`src/rtl/i2c_tgen_pkg.sv`:
```
`timescale 1ns/1ps
package i2c_tgen_pkg;

    localparam int TG_CNT_W = 16;
    localparam int TG_PH_W  = TG_CNT_W + 1;
    localparam int TG_REG_W = 2 * TG_CNT_W;

    typedef enum logic [3:0] {
        ST_IDLE,
        ST_LEADIN,
        ST_START_HOLD,
        ST_LOW,
        ST_PARK,
        ST_HIGH_WAIT,
        ST_HIGH,
        ST_STOP_WAIT,
        ST_STOP_HOLD,
        ST_BUSFREE
    } tg_state_e;

    typedef struct packed {
        logic [TG_CNT_W-1:0] hi_len;
        logic [TG_CNT_W-1:0] smp_at;
        logic [TG_CNT_W-1:0] lo_len;
        logic [TG_CNT_W-1:0] tx_at;
        logic [TG_CNT_W-1:0] bus_free;
        logic [TG_CNT_W-1:0] lead_in;
    } tg_cfg_t;

    // A wait count of zero still takes one cycle.
    function automatic logic [TG_PH_W-1:0] tg_min_one(input logic [TG_CNT_W-1:0] v);
        return (v == '0) ? TG_PH_W'(1) : {1'b0, v};
    endfunction

    // Phase length = programmed count + fixed engine overhead.
    function automatic logic [TG_PH_W-1:0] tg_extend(input logic [TG_CNT_W-1:0] v,
                                                     input int extra);
        return {1'b0, v} + TG_PH_W'(extra);
    endfunction

endpackage

```
`src/rtl/i2c_tgen_decode.sv`:
```
`timescale 1ns/1ps
module i2c_tgen_decode
    import i2c_tgen_pkg::*;
#(
    parameter int HI_EXTRA = 19,
    parameter int LO_EXTRA = 18
) (
    input  tg_cfg_t              cfg,
    input  tg_state_e            st_next,
    output logic [TG_PH_W-1:0]   ph_len,
    output logic [TG_PH_W-1:0]   ph_mark
);

    always_comb begin
        ph_len  = TG_PH_W'(1);
        ph_mark = '1;
        case (st_next)
            ST_LEADIN:     ph_len = tg_min_one(cfg.lead_in);
            ST_START_HOLD: ph_len = tg_extend(cfg.hi_len, HI_EXTRA);
            ST_STOP_HOLD:  ph_len = tg_extend(cfg.hi_len, HI_EXTRA);
            ST_HIGH: begin
                ph_len  = tg_extend(cfg.hi_len, HI_EXTRA);
                ph_mark = {1'b0, cfg.smp_at};
            end
            ST_LOW: begin
                ph_len  = tg_extend(cfg.lo_len, LO_EXTRA);
                ph_mark = {1'b0, cfg.tx_at};
            end
            ST_BUSFREE:    ph_len = tg_min_one(cfg.bus_free);
            default: begin
                ph_len  = TG_PH_W'(1);
                ph_mark = '1;
            end
        endcase
    end

endmodule

```
`src/rtl/i2c_tgen_counter.sv`:
```
`timescale 1ns/1ps
module i2c_tgen_counter #(
    parameter int W = 17
) (
    input  logic         clk,
    input  logic         rst,
    input  logic         load,
    input  logic [W-1:0] len_in,
    input  logic [W-1:0] mark_in,
    output logic         at_end,
    output logic         at_mark
);

    logic [W-1:0] cnt;
    logic [W-1:0] len_q;
    logic [W-1:0] mark_q;

    assign at_end  = (cnt == len_q - W'(1));
    assign at_mark = (cnt == mark_q);

    // Length and mark are captured only at a phase boundary.
    always_ff @(posedge clk) begin
        if (rst) begin
            cnt    <= '0;
            len_q  <= W'(1);
            mark_q <= '1;
        end else if (load) begin
            cnt    <= '0;
            len_q  <= len_in;
            mark_q <= mark_in;
        end else if (!at_end) begin
            cnt    <= cnt + W'(1);
        end
    end

endmodule

```
`src/rtl/i2c_tgen_fsm.sv`:
```
`timescale 1ns/1ps
module i2c_tgen_fsm
    import i2c_tgen_pkg::*;
(
    input  logic      clk,
    input  logic      rst,
    input  logic      req_start,
    input  logic      req_run,
    input  logic      req_stop,
    input  logic      scl_in,
    input  logic      at_end,
    input  logic      at_mark,
    output tg_state_e st_next,
    output logic      load,
    output logic      scl_pull,
    output logic      smp_stb,
    output logic      tx_stb,
    output logic      hi_done,
    output logic      lo_done,
    output logic      sda_fall_stb,
    output logic      sda_rise_stb
);

    tg_state_e st;

    always_comb begin
        st_next = st;
        case (st)
            ST_IDLE:       if (req_start) st_next = ST_LEADIN;
            ST_LEADIN:     if (at_end)    st_next = ST_START_HOLD;
            ST_START_HOLD: if (at_end)    st_next = ST_LOW;
            ST_LOW: begin
                if (at_end) begin
                    if (req_stop)     st_next = ST_STOP_WAIT;
                    else if (req_run) st_next = ST_HIGH_WAIT;
                    else              st_next = ST_PARK;
                end
            end
            ST_PARK: begin
                if (req_stop)         st_next = ST_STOP_WAIT;
                else if (req_run)     st_next = ST_HIGH_WAIT;
            end
            ST_HIGH_WAIT:  if (scl_in)    st_next = ST_HIGH;
            ST_HIGH:       if (at_end)    st_next = ST_LOW;
            ST_STOP_WAIT:  if (scl_in)    st_next = ST_STOP_HOLD;
            ST_STOP_HOLD:  if (at_end)    st_next = ST_BUSFREE;
            ST_BUSFREE:    if (at_end)    st_next = ST_IDLE;
            default:                      st_next = ST_IDLE;
        endcase
    end

    assign load = (st_next != st);

    always_ff @(posedge clk) begin
        if (rst) st <= ST_IDLE;
        else     st <= st_next;
    end

    assign scl_pull     = (st == ST_LOW) || (st == ST_PARK);
    assign smp_stb      = (st == ST_HIGH) && at_mark;
    assign tx_stb       = (st == ST_LOW) && at_mark;
    assign hi_done      = (st == ST_HIGH) && at_end;
    assign lo_done      = (st == ST_LOW) && at_end;
    assign sda_fall_stb = (st == ST_LEADIN) && at_end;
    assign sda_rise_stb = (st == ST_STOP_HOLD) && at_end;

endmodule

```
`src/rtl/i2c_scl_timer.sv`:
```
`timescale 1ns/1ps
module i2c_scl_timer
    import i2c_tgen_pkg::*;
#(
    parameter int HI_EXTRA = 19,
    parameter int LO_EXTRA = 18
) (
    input  logic                clk,
    input  logic                rst,
    input  logic [TG_REG_W-1:0] hi_reg,
    input  logic [TG_REG_W-1:0] lo_reg,
    input  logic [TG_REG_W-1:0] gap_reg,
    input  logic                req_start,
    input  logic                req_run,
    input  logic                req_stop,
    input  logic                scl_in,
    output logic                scl_pull,
    output logic                smp_stb,
    output logic                tx_stb,
    output logic                hi_done,
    output logic                lo_done,
    output logic                sda_fall_stb,
    output logic                sda_rise_stb
);

    tg_cfg_t              cfg;
    tg_state_e            st_next;
    logic                 load;
    logic                 at_end;
    logic                 at_mark;
    logic [TG_PH_W-1:0]   ph_len;
    logic [TG_PH_W-1:0]   ph_mark;

    // Upper half of each word is a phase length, lower half a position or wait.
    assign cfg.hi_len   = hi_reg[TG_REG_W-1:TG_CNT_W];
    assign cfg.smp_at   = hi_reg[TG_CNT_W-1:0];
    assign cfg.lo_len   = lo_reg[TG_REG_W-1:TG_CNT_W];
    assign cfg.tx_at    = lo_reg[TG_CNT_W-1:0];
    assign cfg.bus_free = gap_reg[TG_REG_W-1:TG_CNT_W];
    assign cfg.lead_in  = gap_reg[TG_CNT_W-1:0];

    i2c_tgen_decode #(
        .HI_EXTRA (HI_EXTRA),
        .LO_EXTRA (LO_EXTRA)
    ) u_decode (
        .cfg     (cfg),
        .st_next (st_next),
        .ph_len  (ph_len),
        .ph_mark (ph_mark)
    );

    i2c_tgen_counter #(
        .W (TG_PH_W)
    ) u_counter (
        .clk     (clk),
        .rst     (rst),
        .load    (load),
        .len_in  (ph_len),
        .mark_in (ph_mark),
        .at_end  (at_end),
        .at_mark (at_mark)
    );

    i2c_tgen_fsm u_fsm (
        .clk          (clk),
        .rst          (rst),
        .req_start    (req_start),
        .req_run      (req_run),
        .req_stop     (req_stop),
        .scl_in       (scl_in),
        .at_end       (at_end),
        .at_mark      (at_mark),
        .st_next      (st_next),
        .load         (load),
        .scl_pull     (scl_pull),
        .smp_stb      (smp_stb),
        .tx_stb       (tx_stb),
        .hi_done      (hi_done),
        .lo_done      (lo_done),
        .sda_fall_stb (sda_fall_stb),
        .sda_rise_stb (sda_rise_stb)
    );

endmodule

```
`config.mk`:
```
export PLATFORM = sky130hd
export DESIGN_NAME = i2c_scl_timer
export DESIGN_NICKNAME = d
export VERILOG_FILES = /design/src/rtl/i2c_tgen_pkg.sv /design/src/rtl/i2c_tgen_decode.sv /design/src/rtl/i2c_tgen_counter.sv /design/src/rtl/i2c_tgen_fsm.sv /design/src/rtl/i2c_scl_timer.sv
export SDC_FILE = /design/constraint.sdc
export NUM_CORES = 1
export LEC_CHECK = 0
export ABC_AREA = 0
export BUFFER_PORTS_ARGS = -buffer_cell sky130_fd_sc_hd__buf_2
export CAP_MARGIN = 5
export CELL_PAD_IN_SITES_DETAIL_PLACEMENT = 0
export CELL_PAD_IN_SITES_GLOBAL_PLACEMENT = 2
export CORE_ASPECT_RATIO = 0.9
export CORE_MARGIN = 1
export CORE_UTILIZATION = 31
export DETAILED_ROUTE_END_ITERATION = 6
export GPL_TIMING_DRIVEN = 1
export PLACE_DENSITY = 0.8
export SETUP_SLACK_MARGIN = 0.5
export SKIP_CTS_REPAIR_TIMING = 1
export SLEW_MARGIN = 20
export SYNTH_ARGS = -nofsm -noshare
export SYNTH_HDL_FRONTEND = slang
export SYNTH_HIERARCHICAL = 1
export SYNTH_SLANG_ARGS = --single-unit
export TNS_END_PERCENT = 20
```
`constraint.sdc`:
```
create_clock -name clk -period 5.4 [get_ports clk]
set_input_delay 1.08 -clock clk [delete_from_list [all_inputs] [get_ports clk]]
set_output_delay 1.08 -clock clk [all_outputs]
set_load 0.1 [all_outputs]
```
==> impl_metrics.json, run 1 <==
{
  "status": "complete, no violations",
  "tightest_slew_ns": 0.793,
  "wl_met2_um": 7030,
  "firstDrtPassIters": 4,
  "cts.root.buffer_cell": "clkbuf_16",
  "hold_class": "flip-flop to flip-flop",
  "crit_top_cell": "buf_4",
  "syn_area_um2": 4670,
  "placed_cell_area_um2": 5380,
  "yosys.cell_types.count": 67,
  "dr_total_vias": 4842,
  "crit_family": "simple AND/OR/NAND/NOR gates",
  "multi_input_area_um2": 3430,
  "diodes": 0,
  "async_flop_share_pct": 0,
  "startpoint_type": "flip-flop",
  "relSlewSlack_pct": 46.5,
  "cp_data_arrival_time_ns": 3.62,
  "synthAdderAreaFrac_pct": 1.07,
  "ys.flop_type": "dfxtp_1",
  "reg2reg_to": "u_counter/len_q[4]",
  "fmax_mhz": 213,
  "p_per_area_nw_per_um2": 273,
  "hold_viol": 0,
  "synth_top_family_by_area": "simple AND/OR/NAND/NOR gates",
  "syn_nets": 703,
  "synth_xor_area_share_pct": 11.6,
  "dieArea_um2": 15600,
  "ys_ff_latch": 55,
  "slowest_delay_ns": 0.54,
  "fin_crit_sh_pct": 87.0,
  "port_buffers": 108,
  "regArea_um2": 1100,
  "rsz0062_at_grt": "false",
  "die_w_um": 131,
  "r2r_cells": 21,
  "finalSetupViolCount": 0,
  "grt_pass1_vias": 4570,
  "synth-simple-area-share_pct": 30.3,
  "cap_violations": 0,
  "crit_buf_inv": 4,
  "synthMuxAreaShare_pct": 10.2,
  "via_per_inst": 5.39,
  "clk_latency_ns": 0.30,
  "drv_slew": 0,
  "total_power_mw": 1.58,
  "drt_iter0_drc": 305,
  "cts_tree": "built",
  "crit_chain": "inv_1, ha_2, or4b_4, or4b_1, a21oi_2, o22ai_2, nor4_4, buf_4, buf_4, nor2b_1, nand2_1, nor3_2, buf_6",
  "synth-seq-area-share_pct": 23.6,
  "htree_levels": 2,
  "gr-total-overflow": 0,
  "antenna_found_initial": 0,
  "worstPathRequired_ns": 4.32,
  "ios": 109,
  "cp_num_cells": 13,
  "tns_ns": 0,
  "fin_util_pct": 39.2,
  "drive_gt1_share_pct": 25.1,
  "synth-warning-count": 6,
  "syn_avg_cell_area_um2": 7.82,
  "fin_area_um2": 5770,
  "cts.sinks": 55,
  "cts_buffers": 5,
  "highest_layer": "met4",
  "reg2reg_from": "u_counter/len_q[0]",
  "route.met3.wl_um": 679,
  "drc": 0,
  "fin_crit_ns": 4.70,
  "synth-edff-count": 0,
  "dp_cells": 873,
  "syn_inst": 597,
  "cp-end-kind": "output pin",
  "leakagePower_nw": 2.20,
  "fillers": 1550,
  "clk_path_buf_depth": 2,
  "layout_common_cells": "buf_2, nand2_1, dfxtp_1, mux2i_1, xor2_1",
  "final_common_cell": "buf_2",
  "drt-met1-wl_um": 7780,
  "fin_cells": 899,
  "syn_to_final_growth_pct": 23.6,
  "hold_slack_ns": 0.499,
  "final.setup.worst_slack_ns": 0.703,
  "fin_skew_ns": 0.00836,
  "drt-total-wl_um": 15600,
  "slowest_stage": "or4b_1",
  "std_cell_rows": 42,
  "path_clk_slew_ns": 0.07,
  "reg2reg_slack_ns": 0.76,
  "ant_nets": 0,
  "crit_start": "u_counter/len_q[0]",
  "drt-wirelength-per-cell_um": 17.4,
  "synth_compound_area_share_pct": 18.2,
  "critPathMaxFanout": 6,
  "pre_cts_slack_ns": 0.292,
  "track_usage_pct": 19.8,
  "peakVddDrop_v": 0.000146,
  "detailed_place_hpwl_um": 12200,
  "nNetsFinal": 806,
  "core_area_um2": 14700,
  "crit_path_end": "sda_fall_stb",
  "grt_pass1_wl_um": 24500,
  "die_y_um": 118,
  "crit_type": "flip-flop to output pin",
  "grt_max_degree": 27,
  "gp_congestion": 0.838,
  "start_util_pct": 31.7
}
==> worst reg2reg max path, delay by kind of cell, from the launching register on <==
kind / cells / cell delay (ns)
AND/OR/NAND/NOR: 8 / 2.10
AO/OA/AOI/OAI: 7 / 1.09
buffers and inverters: 4 / 0.61
flip-flops: 1 / 0.35
adder cells (fa/ha/maj): 1 / 0.22
multiplexers: 1 / 0.14
==> worst min path at each step <==
stage	end	startpoint	depth (start not counted)	slack, ns
after global placement	u_counter/mark_q[15]	u_counter/mark_q[15]	2	0.48
after detailed placement	u_counter/mark_q[16]	u_counter/mark_q[16]	2	0.48
after CTS	u_counter/mark_q[16]	u_counter/mark_q[16]	2	0.50
after floorplan	u_counter/mark_q[10]	u_counter/mark_q[10]	2	0.46
after global routing	u_counter/mark_q[8]	u_counter/mark_q[8]	2	0.54
final	u_counter/mark_q[16]	u_counter/mark_q[16]	2	0.50
==> flip-flops by register name (all words and copies together), names as in the netlist <==
| register | flops |
|---|---|
| u_counter/len_q | 17 |
| u_counter/cnt | 17 |
| u_fsm/st | 4 |
| u_counter/mark_q | 17 |
==> logic make-up after synthesis <==
kind of cell / after synthesis
simple gates: 257
compound gates: 122
xor+xnor: 62
flops: 55
buf+inv: 50
mux: 47
fa+ha+maj: 4
==> power by group <==
group	switching (mW)	internal, mW	total, mW	leakage (nW)
clock network	0.160	0.222	0.381	0.0844
registers	0.0611	0.436	0.497	0.446
logic	0.386	0.312	0.698	1.67
total	0.607	0.969	1.58	2.20
==> synth_stat cells, drive strengths merged (14+ instances only) <==
master  number  area (um2)
a21oi       25         129
clkbuf      20        75.1
nor3        22         126
o21ai       18        90.1
nor2        39         146
buf         18         115
o211ai      14         105
mux2i       46         460
nand3       15        75.1
nor4        20         138
nand2       68         255
a22oi       24         180
o31ai       14         105
dfxtp       55        1100
xnor2       23         201
xor2        39         342
==> area by class of cell <==
class	count	area share, %
clock inverter	3	0.824
timing repair buffer	133	13.4
inverter	12	0.781
sequential	55	19.1
tap	198	4.30
multi-input combinational	493	59.4
clock buffer	5	2.17
==> routing by layer <==
layer	global-route usage (%)	up-vias
li1	-	2400
met1	28.8	2289
met2	31.2	143
met3	2.57	10
met4	3.71	0
met5	0	-
Note: power is estimated with default switching activity, not from simulation.
==> run 2: changes to the inputs <==
--- a/config.mk
+++ b/config.mk
@@ -16,6 +16,7 @@
 export DETAILED_ROUTE_END_ITERATION = 6
 export GPL_TIMING_DRIVEN = 1
 export PLACE_DENSITY = 0.8
+export RECOVER_POWER = 50
 export SETUP_SLACK_MARGIN = 0.5
 export SKIP_CTS_REPAIR_TIMING = 1
 export SLEW_MARGIN = 20
==> impl_metrics.json, run 2 (synthesis results as in run 1) <==
{
  "crit_type": "flip-flop to output pin",
  "leakagePower_nw": 2.18,
  "top_usage_layer": "met2",
  "dieArea_um2": 15600,
  "nNetsFinal": 806,
  "grt_pass1_wl_um": 24500,
  "final_common_cell": "buf_2",
  "drc": 0,
  "gp_congestion": 0.838,
  "grt_pass1_vias": 4570,
  "core_area_um2": 14700,
  "rsz0062_at_grt": "false",
  "top_regs": "u_counter/cnt x17, u_counter/len_q x17, u_counter/mark_q x17",
  "fin_crit_sh_pct": 89.5,
  "reg2reg_slack_ns": 0.61,
  "cp-end-kind": "output pin",
  "fin_crit_ns": 4.83,
  "htree_levels": 2,
  "hold_viol": 0,
  "worstPathRequired_ns": 4.32,
  "std_cell_rows": 42,
  "ant_nets": 0,
  "hold_class": "flip-flop to flip-flop",
  "drv_slew": 0,
  "status": "complete, no violations",
  "antenna_found_initial": 0,
  "syn_to_final_growth_pct": 22.9,
  "fin_skew_ns": 0.00856,
  "clk_path_buf_depth": 2,
  "use_met2_pct": 31.2,
  "track_usage_pct": 19.8,
  "cp_data_arrival_time_ns": 3.75,
  "die_y_um": 118,
  "placed_cell_area_um2": 5380,
  "drt-total-wl_um": 15700,
  "gr-total-overflow": 0,
  "firstDrtPassIters": 5,
  "tightest_slew_ns": 1.17,
  "dr_total_vias": 4919,
  "cts_tree": "built",
  "drt_iter0_drc": 264,
  "p_per_area_nw_per_um2": 273,
  "fmax_mhz": 207,
  "drt-wirelength-per-cell_um": 17.5,
  "layout_common_cells": "buf_2, nand2_1, dfxtp_1, mux2i_1, xor2_1",
  "cts_buffers": 5,
  "detailed_place_hpwl_um": 12200,
  "ios": 109,
  "fin_area_um2": 5740,
  "via_per_inst": 5.47,
  "cts.sinks": 55,
  "path_clk_slew_ns": 0.07,
  "peakVddDrop_v": 0.000145,
  "port_buffers": 108,
  "cts.root.buffer_cell": "clkbuf_16",
  "grt_max_degree": 27,
  "tns_ns": 0,
  "critPathMaxFanout": 6,
  "start_util_pct": 31.7,
  "clk_latency_ns": 0.30,
  "drive_gt1_share_pct": 23.8,
  "finalSetupViolCount": 0,
  "gr-usage-met1_pct": 28.8,
  "met3_usage_pct": 2.57,
  "relSlewSlack_pct": 22.2,
  "startpoint_type": "flip-flop",
  "diodes": 0,
  "cap_violations": 0,
  "die_w_um": 131
}
run 2: changes by cell type in the layout (fill, tap and decap cells not counted):
cell      change
buf_4         -2
nor2b_1       +1
o22ai_1       +1
o22ai_2       -1
a221oi_1      +1
nor2b_4       -1
or2_2         -1
clkbuf_1      +5
a221oi_2      -1
or2_0         +1
buf_2         -3
run 2: final timing paths:
path                        startpoint                   end  depth (start not counted)
setup / recovery    u_counter/len_q[0]          sda_fall_stb                         13
hold / removal    u_counter/mark_q[16]  u_counter/mark_q[16]                          2
hold reg to reg   u_counter/mark_q[16]  u_counter/mark_q[16]                          2
setup reg to reg    u_counter/len_q[0]  u_counter/mark_q[12]                         19
run 2: routing by layer:
layer,wire length [um],vias up,part of all wire [%]
met3,739,10,4.7
met5,0,-,0
met4,126,0,0.80
met2,7090,162,45
li1,-,2406,-
met1,7750,2341,49
run 2: final cells by class:
class / count / area, um2
fillers: 1552 / 8980
clock inverters: 3 / 47.5
well taps: 198 / 248
clock buffers: 5 / 125
multi-input cells: 493 / 3410
flip-flops and latches: 55 / 1100
repair buffers: 133 / 762
inverters: 12 / 45.0
run 2: critical path, stage by stage (launching register included):
cell	delay (ns)
dfxtp_1	0.35
inv_1	0.09
ha_2	0.22
or4b_4	0.51
or4b_1	0.53
a21oi_2	0.16
o22ai_1	0.15
nor4_4	0.33
clkbuf_1	0.24
clkbuf_1	0.16
nor2b_1	0.18
nand2_1	0.11
nor3_2	0.16
buf_6	0.25
run 2: per-stage QoR:
stage          utilization (%)  setup WS [ns]  power [mW]  std cells  hold WS [ns]
2_1_floorplan                -          0.169       0.956        597         0.462
3_3_place_gp              36.6          0.434        1.13        873         0.478
3_5_place_dp              36.6          0.292        1.14        873         0.482
4_1_cts                   37.8          0.267        1.53        881         0.503
5_1_grt                   39.0          0.249        1.66        899         0.542
6_report                  39.0          0.568        1.57        899         0.499
run 2: where the power goes:
group | internal [mW] | switching [mW]
Clock | 0.222 | 0.160
Combinational | 0.303 | 0.385
Sequential | 0.436 | 0.0613
Total | 0.961 | 0.606
